--- src/rtl/lrs_pkg.sv ---
package lrs_pkg;
   localparam int LRS_LINES = 2;
   localparam int LRS_SCL   = 0;
   localparam int LRS_SDA   = 1;

   typedef enum logic [3:0] {
      ST_IDLE,
      ST_SETTLE,
      ST_CHECK,
      ST_ARM,
      ST_DRIVE,
      ST_RSETTLE,
      ST_RECHECK,
      ST_NEXT,
      ST_FINISH
   } lrs_state_e;
endpackage

--- src/rtl/lrs_sync.sv ---
module lrs_sync #(
   parameter int STAGES = 2,
   parameter int WIDTH  = 2
) (
   input  logic             clk,
   input  logic             rst_n,
   input  logic [WIDTH-1:0] d,
   output logic [WIDTH-1:0] q
);
   logic [STAGES-1:0][WIDTH-1:0] pipe_q;

   always_ff @(posedge clk or negedge rst_n) begin
      if (!rst_n) pipe_q[0] <= '1;
      else        pipe_q[0] <= d;
   end

   for (genvar s = 1; s < STAGES; s++) begin : g_stage
      always_ff @(posedge clk or negedge rst_n) begin
         if (!rst_n) pipe_q[s] <= '1;
         else        pipe_q[s] <= pipe_q[s-1];
      end
   end

   assign q = pipe_q[STAGES-1];
endmodule

--- src/rtl/lrs_interval.sv ---
module lrs_interval #(
   parameter int PERIOD = 8
) (
   input  logic clk,
   input  logic rst_n,
   input  logic run,
   output logic tick
);
   if (PERIOD == 1) begin : g_every
      assign tick = run;
   end else begin : g_count
      localparam int TW = $clog2(PERIOD);
      logic [TW-1:0] cnt_q;

      always_ff @(posedge clk or negedge rst_n) begin
         if (!rst_n)                         cnt_q <= '0;
         else if (!run)                      cnt_q <= '0;
         else if (cnt_q == TW'(PERIOD - 1))  cnt_q <= '0;
         else                                cnt_q <= cnt_q + 1'b1;
      end

      assign tick = run && (cnt_q == TW'(PERIOD - 1));
   end
endmodule

--- src/rtl/lrs_fsm.sv ---
module lrs_fsm
   import lrs_pkg::*;
#(
   parameter int POLL_LIMIT = 100,
   parameter int SETTLE     = 3,
   parameter int CW         = $clog2(POLL_LIMIT + 1)
) (
   input  logic                         clk,
   input  logic                         rst_n,
   input  logic                         start,
   input  logic [LRS_LINES-1:0]         level,
   input  logic                         tick,
   output logic                         timer_run,
   output logic [LRS_LINES-1:0]         oe,
   output logic [LRS_LINES-1:0]         drv,
   output logic                         pad_sel_i2c,
   output logic                         busy,
   output logic                         done,
   output logic [LRS_LINES-1:0]         bad,
   output logic [LRS_LINES-1:0]         failed,
   output logic [LRS_LINES-1:0][CW-1:0] polls,
   output logic                         status_valid,
   output logic                         status_ok
);
   localparam int WW = $clog2(SETTLE + 1);

   lrs_state_e                  state_q;
   logic                        idx_q;
   logic [WW-1:0]               wait_q;
   logic [CW-1:0]               pcnt_q;
   logic [LRS_LINES-1:0]        oe_q, drv_q, bad_q, fail_q;
   logic [LRS_LINES-1:0][CW-1:0] res_q;
   logic                        pad_q, busy_q, done_q, sv_q, sok_q;
   logic                        settled;

   assign settled = (wait_q == WW'(SETTLE - 1));

   always_ff @(posedge clk or negedge rst_n) begin
      if (!rst_n) begin
         state_q <= ST_IDLE;
         idx_q   <= 1'b0;
         wait_q  <= '0;
         pcnt_q  <= '0;
         oe_q    <= '0;
         drv_q   <= '0;
         bad_q   <= '0;
         fail_q  <= '0;
         res_q   <= '0;
         pad_q   <= 1'b0;
         busy_q  <= 1'b0;
         done_q  <= 1'b0;
         sv_q    <= 1'b0;
         sok_q   <= 1'b0;
      end else begin
         done_q <= 1'b0;
         unique case (state_q)
            ST_IDLE: begin
               if (start) begin
                  busy_q  <= 1'b1;
                  pad_q   <= 1'b0;
                  bad_q   <= '0;
                  fail_q  <= '0;
                  res_q   <= '0;
                  sv_q    <= 1'b0;
                  sok_q   <= 1'b0;
                  drv_q   <= '0;
                  idx_q   <= 1'b0;
                  wait_q  <= '0;
                  state_q <= ST_SETTLE;
               end
            end
            ST_SETTLE: begin
               if (settled) begin
                  wait_q  <= '0;
                  state_q <= ST_CHECK;
               end else begin
                  wait_q <= wait_q + 1'b1;
               end
            end
            ST_CHECK: begin
               if (level[idx_q]) begin
                  state_q <= ST_NEXT;
               end else begin
                  bad_q[idx_q] <= 1'b1;
                  drv_q[idx_q] <= 1'b1;
                  state_q      <= ST_ARM;
               end
            end
            ST_ARM: begin
               oe_q[idx_q] <= 1'b1;
               pcnt_q      <= '0;
               state_q     <= ST_DRIVE;
            end
            ST_DRIVE: begin
               if (tick) begin
                  pcnt_q <= pcnt_q + 1'b1;
                  if (level[idx_q] || (pcnt_q == CW'(POLL_LIMIT - 1))) begin
                     oe_q[idx_q] <= 1'b0;
                     wait_q      <= '0;
                     state_q     <= ST_RSETTLE;
                  end
               end
            end
            ST_RSETTLE: begin
               if (settled) begin
                  wait_q  <= '0;
                  state_q <= ST_RECHECK;
               end else begin
                  wait_q <= wait_q + 1'b1;
               end
            end
            ST_RECHECK: begin
               if (!level[idx_q]) fail_q[idx_q] <= 1'b1;
               else               res_q[idx_q]  <= pcnt_q;
               state_q <= ST_NEXT;
            end
            ST_NEXT: begin
               if (idx_q == 1'(LRS_LINES - 1)) begin
                  state_q <= ST_FINISH;
               end else begin
                  idx_q   <= idx_q + 1'b1;
                  wait_q  <= '0;
                  state_q <= ST_SETTLE;
               end
            end
            ST_FINISH: begin
               pad_q   <= 1'b1;
               busy_q  <= 1'b0;
               done_q  <= 1'b1;
               sv_q    <= |bad_q;
               sok_q   <= (|bad_q) & ~(|fail_q);
               state_q <= ST_IDLE;
            end
            default: state_q <= ST_IDLE;
         endcase
      end
   end

   assign timer_run    = (state_q == ST_DRIVE);
   assign oe           = oe_q;
   assign drv          = drv_q;
   assign pad_sel_i2c  = pad_q;
   assign busy         = busy_q;
   assign done         = done_q;
   assign bad          = bad_q;
   assign failed       = fail_q;
   assign polls        = res_q;
   assign status_valid = sv_q;
   assign status_ok    = sok_q;
endmodule

--- src/rtl/i2c_line_rescue.sv ---
module i2c_line_rescue
   import lrs_pkg::*;
#(
   parameter int CLK_HZ      = 125_000_000,
   parameter int POLL_US     = 100,
   parameter int POLL_LIMIT  = 100,
   parameter int SYNC_STAGES = 2
) (
   input  logic                              clk,
   input  logic                              rst_n,
   input  logic                              start,
   input  logic                              scl_in,
   input  logic                              sda_in,
   output logic                              scl_oe,
   output logic                              scl_out,
   output logic                              sda_oe,
   output logic                              sda_out,
   output logic                              pad_sel_i2c,
   output logic                              busy,
   output logic                              done,
   output logic [1:0]                        bad,
   output logic [1:0]                        failed,
   output logic [$clog2(POLL_LIMIT+1)-1:0]   scl_polls,
   output logic [$clog2(POLL_LIMIT+1)-1:0]   sda_polls,
   output logic                              status_valid,
   output logic                              status_ok
);
   localparam int POLL_CYC = (CLK_HZ / 1_000_000) * POLL_US;
   localparam int SETTLE   = SYNC_STAGES + 1;
   localparam int CW       = $clog2(POLL_LIMIT + 1);

   if (CLK_HZ < 1_000_000) begin : g_bad_clk
      $error("CLK_HZ must be at least 1 MHz");
   end
   if (SYNC_STAGES < 2) begin : g_bad_sync
      $error("SYNC_STAGES must be at least 2");
   end
   if (POLL_LIMIT < 1) begin : g_bad_limit
      $error("POLL_LIMIT must be at least 1");
   end
   if (POLL_CYC <= SETTLE) begin : g_bad_interval
      $error("poll interval must exceed synchronizer settle time");
   end

   logic [LRS_LINES-1:0]         pad_raw, level, oe, drv;
   logic                         tick, timer_run;
   logic [LRS_LINES-1:0][CW-1:0] polls;

   assign pad_raw[LRS_SCL] = scl_in;
   assign pad_raw[LRS_SDA] = sda_in;

   lrs_sync #(.STAGES(SYNC_STAGES), .WIDTH(LRS_LINES)) u_sync (
      .clk   (clk),
      .rst_n (rst_n),
      .d     (pad_raw),
      .q     (level)
   );

   lrs_interval #(.PERIOD(POLL_CYC)) u_timer (
      .clk   (clk),
      .rst_n (rst_n),
      .run   (timer_run),
      .tick  (tick)
   );

   lrs_fsm #(.POLL_LIMIT(POLL_LIMIT), .SETTLE(SETTLE), .CW(CW)) u_fsm (
      .clk          (clk),
      .rst_n        (rst_n),
      .start        (start),
      .level        (level),
      .tick         (tick),
      .timer_run    (timer_run),
      .oe           (oe),
      .drv          (drv),
      .pad_sel_i2c  (pad_sel_i2c),
      .busy         (busy),
      .done         (done),
      .bad          (bad),
      .failed       (failed),
      .polls        (polls),
      .status_valid (status_valid),
      .status_ok    (status_ok)
   );

   assign scl_oe    = oe[LRS_SCL];
   assign sda_oe    = oe[LRS_SDA];
   assign scl_out   = drv[LRS_SCL];
   assign sda_out   = drv[LRS_SDA];
   assign scl_polls = polls[LRS_SCL];
   assign sda_polls = polls[LRS_SDA];
endmodule

--- config.mk ---
export PLATFORM = sky130hd
export DESIGN_NAME = i2c_line_rescue
export DESIGN_NICKNAME = d
export VERILOG_FILES = /design/src/rtl/lrs_pkg.sv /design/src/rtl/lrs_sync.sv /design/src/rtl/lrs_interval.sv /design/src/rtl/lrs_fsm.sv /design/src/rtl/i2c_line_rescue.sv
export SDC_FILE = /design/constraint.sdc
export NUM_CORES = 1
export LEC_CHECK = 0
export ABC_AREA = 1
export BUFFER_PORTS_ARGS = -buffer_cell sky130_fd_sc_hd__buf_2
export CELL_PAD_IN_SITES_DETAIL_PLACEMENT = 0
export CELL_PAD_IN_SITES_GLOBAL_PLACEMENT = 2
export CORE_ASPECT_RATIO = 0.6
export CORE_MARGIN = 1
export CORE_UTILIZATION = 37
export DETAILED_ROUTE_END_ITERATION = 16
export PLACE_DENSITY = 0.81
export SLEW_MARGIN = 20
export SYNTH_ARGS = -nofsm -noshare
export SYNTH_HDL_FRONTEND = slang
export SYNTH_HIERARCHICAL = 1
export SYNTH_SLANG_ARGS = --single-unit
--- constraint.sdc ---
create_clock -name clk -period 3.7 [get_ports clk]
set_clock_uncertainty 0.15 [all_clocks]
set_input_delay 0.555 -clock clk [delete_from_list [all_inputs] [get_ports clk]]
set_output_delay 0.555 -clock clk [all_outputs]
set_load 0.005 [all_outputs]
* Word level (Yosys, flattened, before mapping)
Index checks and enable logic that the tools add are counted.
** Word-level totals
- Register bits after elaboration :: 59
- Output and inout port bits :: 27
- Word-level logic and storage cells :: 120
** Operators by class
- Add/subtract/negate cells :: 4
- Order comparisons :: 2
- Eq/ne operators :: 20
- Mux-type cells :: 46
- Bitwise operators :: 8
- Reduce and logical (&&, ||, !) cells :: 22
** Operators by type and width (number)
- $mux 14 :: 4
- $pmux 4 s8 :: 1
- $pmux 14 s2 :: 1
- $mux 4 :: 6
- $mux 2 :: 10
- $eq 4x3->1 const B :: 4
- $pmux 2 s2 :: 4
- $add 14x1->14 const B :: 1
- $bwmux 14 :: 1
- $eq 14x14->1 const B :: 1
- $mux 7 :: 2
- $pmux 7 s2 :: 1
- $reduce_and 3->1 :: 4
- $ne 2x2->1 const B :: 5
- $pmux 1 s2 :: 5
- $reduce_and 5->1 :: 2
- $reduce_bool 2->1 :: 5
- $eq 4x2->1 const B :: 2
- $ne 2x1->1 const B :: 4
- $or 2x2->2 :: 4
- $pmux 2 s4 :: 1
- $add 7x1->7 const B :: 1
- $demux 7 s1 :: 1
- $eq 7x7->1 const B :: 1
- other kinds (20) :: 31

* Depth between registers and ports, before layout
- Word-level depth :: 9
- Depth in mapped cells :: 14
- Mapped depth without buffers :: 14

* Hierarchy
The synthesis kept the hierarchy.
** By module, submodules not included
- lrs_fsm :: instances 1, cells each 226, area an instance 1925.6 um^2
- lrs_interval :: instances 1, cells each 103, area an instance 779.5 um^2
- lrs_sync :: instances 1, cells each 6, area an instance 120.1 um^2

* Least setup slack after synthesis
No wires, ideal clock.
- Path type :: reg2reg
- Start :: reg u_fsm.state_q[3]
- End :: reg u_fsm.pcnt_q[3]
- Library setup time :: 0.117 ns
- Arrival time :: 1.681 ns
- Required time :: 3.433 ns
- Path slack :: 1.752 ns
- Stages on the path, launching flop included :: 13
- Path buffers :: 0
- Cell sequence :: dfrtp_1 -> inv_2 -> nand2_2 -> nor2_4 -> inv_1 -> nor2_1 -> nand2_4 -> nand2_4 -> inv_2 -> nor2_2 -> nand2_1 -> nand2_1 -> nor2_1
** On the way
- Cells in the longest elaborated chain, start to end :: 4
- Elaborated cells on any way between the ends :: 7
** Ends and longest elaborated chain
- start, declared :: line lrs_fsm.sv:27 : lrs_state_e state_q;
- start signal, assigned :: line lrs_fsm.sv:40 : state_q <= ST_IDLE;
- start signal, assigned :: line lrs_fsm.sv:69 : state_q <= ST_SETTLE;
- start signal, assigned :: line lrs_fsm.sv:75 : state_q <= ST_CHECK;
- $eq 4x3->1 :: line lrs_fsm.sv:139 : assign timer_run = (state_q == ST_DRIVE);
- net timer_run :: line i2c_line_rescue.sv:46 : logic tick, timer_run;
- $logic_and 1x1->1 :: line lrs_interval.sv:22 : assign tick = run && (cnt_q == TW'(PERIOD - 1));
- net tick :: line i2c_line_rescue.sv:46
- $ne 2x2->1 (no source line)
- $reduce_and 2->1 (no source line)
- end signal, assigned :: line lrs_fsm.sv:96 : pcnt_q <= pcnt_q + 1'b1;
- end, declared :: line lrs_fsm.sv:30 : logic [CW-1:0] pcnt_q;
The timed path passes the listed nets, and every way through them passes these cells.
A chain may end at the register's enable or synchronous reset.

* Worst setup path after layout
- Start :: reg u_fsm.state_q[0]
- End :: reg u_fsm.pcnt_q[3]
Same word-level chain as after synthesis.

==> results_dict.tcl <==
set metrics [dict create \
    cts_htree_levels 3 \
    cts.sinks 59 \
    ios 32 \
    ctsResizeCount 0 \
    grt_max_degree 32 \
    synth_warnings 6 \
    drive_gt1_share_pct 21.32 \
    firstDrtPassIters 5 \
    finalCriticalPeriod_ps 2275 \
    fp-row-count 24 \
    ff2ff_path_depth 12 \
    worstPathArrival_ps 2340 \
    worstSkewPairLatency_ps 320 \
    reg2reg_to "u_fsm/pcnt_q[3]$_DFFE_PN0P_" \
    drtIter0Drc 171 \
    synth_cell_types 28 \
    diodes 0 \
    layout_common_cells "nand2_1, dfrtp_1, nor2_1" \
    fillers 764 \
    ff2ff_setup_slack_ps 1420 \
    wire_per_inst_um 13.24 \
    synth-seq-cells 59 \
    tightest_slew_ps 687.9 \
    setup_viol 0 \
    cts_root_buf "clkbuf_16" \
    max-cap-violations 0 \
    portBuffers 31 \
    hpwlAfterDp_mm 4.725 \
    hold_buffers 0 \
    syn_area_sq_um 2825 \
    crit_start "u_fsm/state_q[0]$_DFFE_PN0P_" \
    seq_area_frac_synth_pct 52.44 \
    crit_required_ps 3770 \
    antenna_found_initial 0 \
    r2r_start "u_fsm/state_q[0]$_DFFE_PN0P_" \
    areaGrowthSynthToFinish_pct 21.17 \
    synth_cells 335 \
    p_leak_nw 1.680 \
    drt_wl_total_mm 6.410 \
    vias 2262 \
    yosysTopAreaCellShare_pct 48.72 \
    cp-endpoint "u_fsm/pcnt_q[3]$_DFFE_PN0P_" \
    peakVddDrop_uv 274.3 \
    start_kind "flop" \
    ant_nets 0 \
    clock.fmax_ghz 0.4395 \
    layout_commonest_cell "nand2_1" \
    drc 0 \
    start_util_pct 38.56 \
    dp_cells 468 \
    instances_no_fill 484 \
    maxSlewHeadroom_pct 54.14 \
    clk_pin_slew_ps 50 \
    grt_pass1_vias 2107 \
    cts_tree "built" \
    avgViaCountPerCell 4.674 \
    syn_area_per_cell_sq_um 8.433 \
    status "completed" \
    grt_overflow 0 \
    layout.nets 382 \
    grt_pass1_wl_mm 10.91 \
    dieArea_sq_um 8001 \
    min_period_over_period_pct 61.49 \
    die_h_um 69.69 \
    synth_nets 342 \
    coreArea_sq_um 7327 \
    crit_fanout 12 \
    final_util_pct 46.72 \
    power_density_nw_per_um2 670.0 \
    fin_setup_tns_ps 0 \
    synth_area_leaders "dfrtp_1, nand2_1, nor2_1, inv_1, nand3_1" \
    slew_violations 0 \
    grt_usage_pct 18.46 \
    clock_path_buffers 2 \
    hold_viol 0 \
    criticalPathCategory "flop to flop" \
    gp_congestion 0.8133 \
    hold_path.class "primary input to async pin" \
    synth_top_area_cell "dfrtp_1" \
    die_w_um 114.8 \
    cts_buffers 9 \
    crit_path_end_kind "flop" \
    post_cts_buffers 0 \
    rsz0062_at_grt "false" \
]
logic make-up after synthesis:
family                     after synthesis  share of synthesized area (%)
adders and majority gates                2                         0.8856
xor gates and xnor gates                 5                          1.550
AOI/OAI and AO/OA                       40                          8.105
buffers and inverters                   48                          6.776
DFF                                     59                          52.44
and+or+nand+nor                        181                          30.25
critical path: stages, from the launching register on:
cell and delay (ps):
dfrtp_1 420, inv_2 120, nand2_2 120, nor2_4 270, inv_1 220, nor2_1 350, nand2_4 100, nand2_4 120
inv_2 60, nor2_2 90, nand2_1 50, nand2_1 50, nor2_1 40
cells in the mapped netlist (all sizes together):
library cell and count:
nand2 91, dfrtp 55, nor2 49, inv 45, o21ai 30, nand3 26
nand4 8, a21oi 7, nor3 7, dfstp 4, xor2 4, buf 3
ha 2, a31oi 1, o21bai 1, o31ai 1, xnor2 1
sequential cells by signal (all words and copies together), names as in the netlist, named ones only:
name                   flops
u_sync/pipe_q              2
u_fsm/drv                  2
u_sync/q                   2
u_fsm/busy                 1
u_fsm/idx_q                1
u_fsm/failed               2
u_fsm/wait_q               2
u_fsm/polls               14
u_fsm/state_q              4
u_fsm/bad                  2
u_fsm/pcnt_q               7
u_fsm/pad_sel_i2c          1
u_timer/g_count.cnt_q     14
u_fsm/done                 1
u_fsm/status_ok            1
u_fsm/status_valid         1
through the flow:
step / instance area (sq um) / worst slack, ps / hold slack [ps] / power, mW
final: 3423 / 1425 / 123.1 / 2.294
after global routing: 3423 / 1194 / 161.0 / 2.450
after CTS: 3423 / 1425 / 140.3 / 2.329
after detailed placement: 3095 / 1436 / 197.2 / 1.406
after global placement: 3095 / 1532 / 196.2 / 1.408
after floorplan: 2825 / 1752 / 109.4 / 1.229
per-layer routing:
metal	share of wire [%]	track usage, %
met5	0	0
met4	1.3	7.359
met3	4.9	6.294
met2	36	22.49
met1	58	28.75
final cells by class:
type | instances | area [sq um] | share of cell area [%]
well taps | 104 | 130.1 | 3.801
multi-input cells | 228 | 1152 | 33.66
repair buffers | 32 | 162.7 | 4.751
inverters | 45 | 168.9 | 4.934
flip-flops and latches | 59 | 1481 | 43.27
clock inverters | 5 | 75.07 | 2.193
clock buffers | 11 | 252.7 | 7.383
where the power goes:
part           switching (mW)  internal [mW]
combinational           0.372          0.179
clock                   0.279          0.621
sequential             0.0940          0.748
total                   0.746           1.55
worst min-delay path by stage:
stage,start,end,slack [ps],cells after the start
finish,rst_n,u_fsm/status_ok$_DFFE_PN0P_,120,1
global route,scl_in,u_sync/pipe_q[0]$_DFF_PN1_,160,1
CTS,rst_n,u_fsm/done$_DFF_PN0_,140,1
detailed placement,u_sync/pipe_q[1]$_DFF_PN1_,u_sync/q[1]$_DFF_PN1_,200,0
global placement,u_sync/pipe_q[1]$_DFF_PN1_,u_sync/q[1]$_DFF_PN1_,200,0
floorplan,rst_n,async pin,110,0
(Power assumes the default switching activity.)
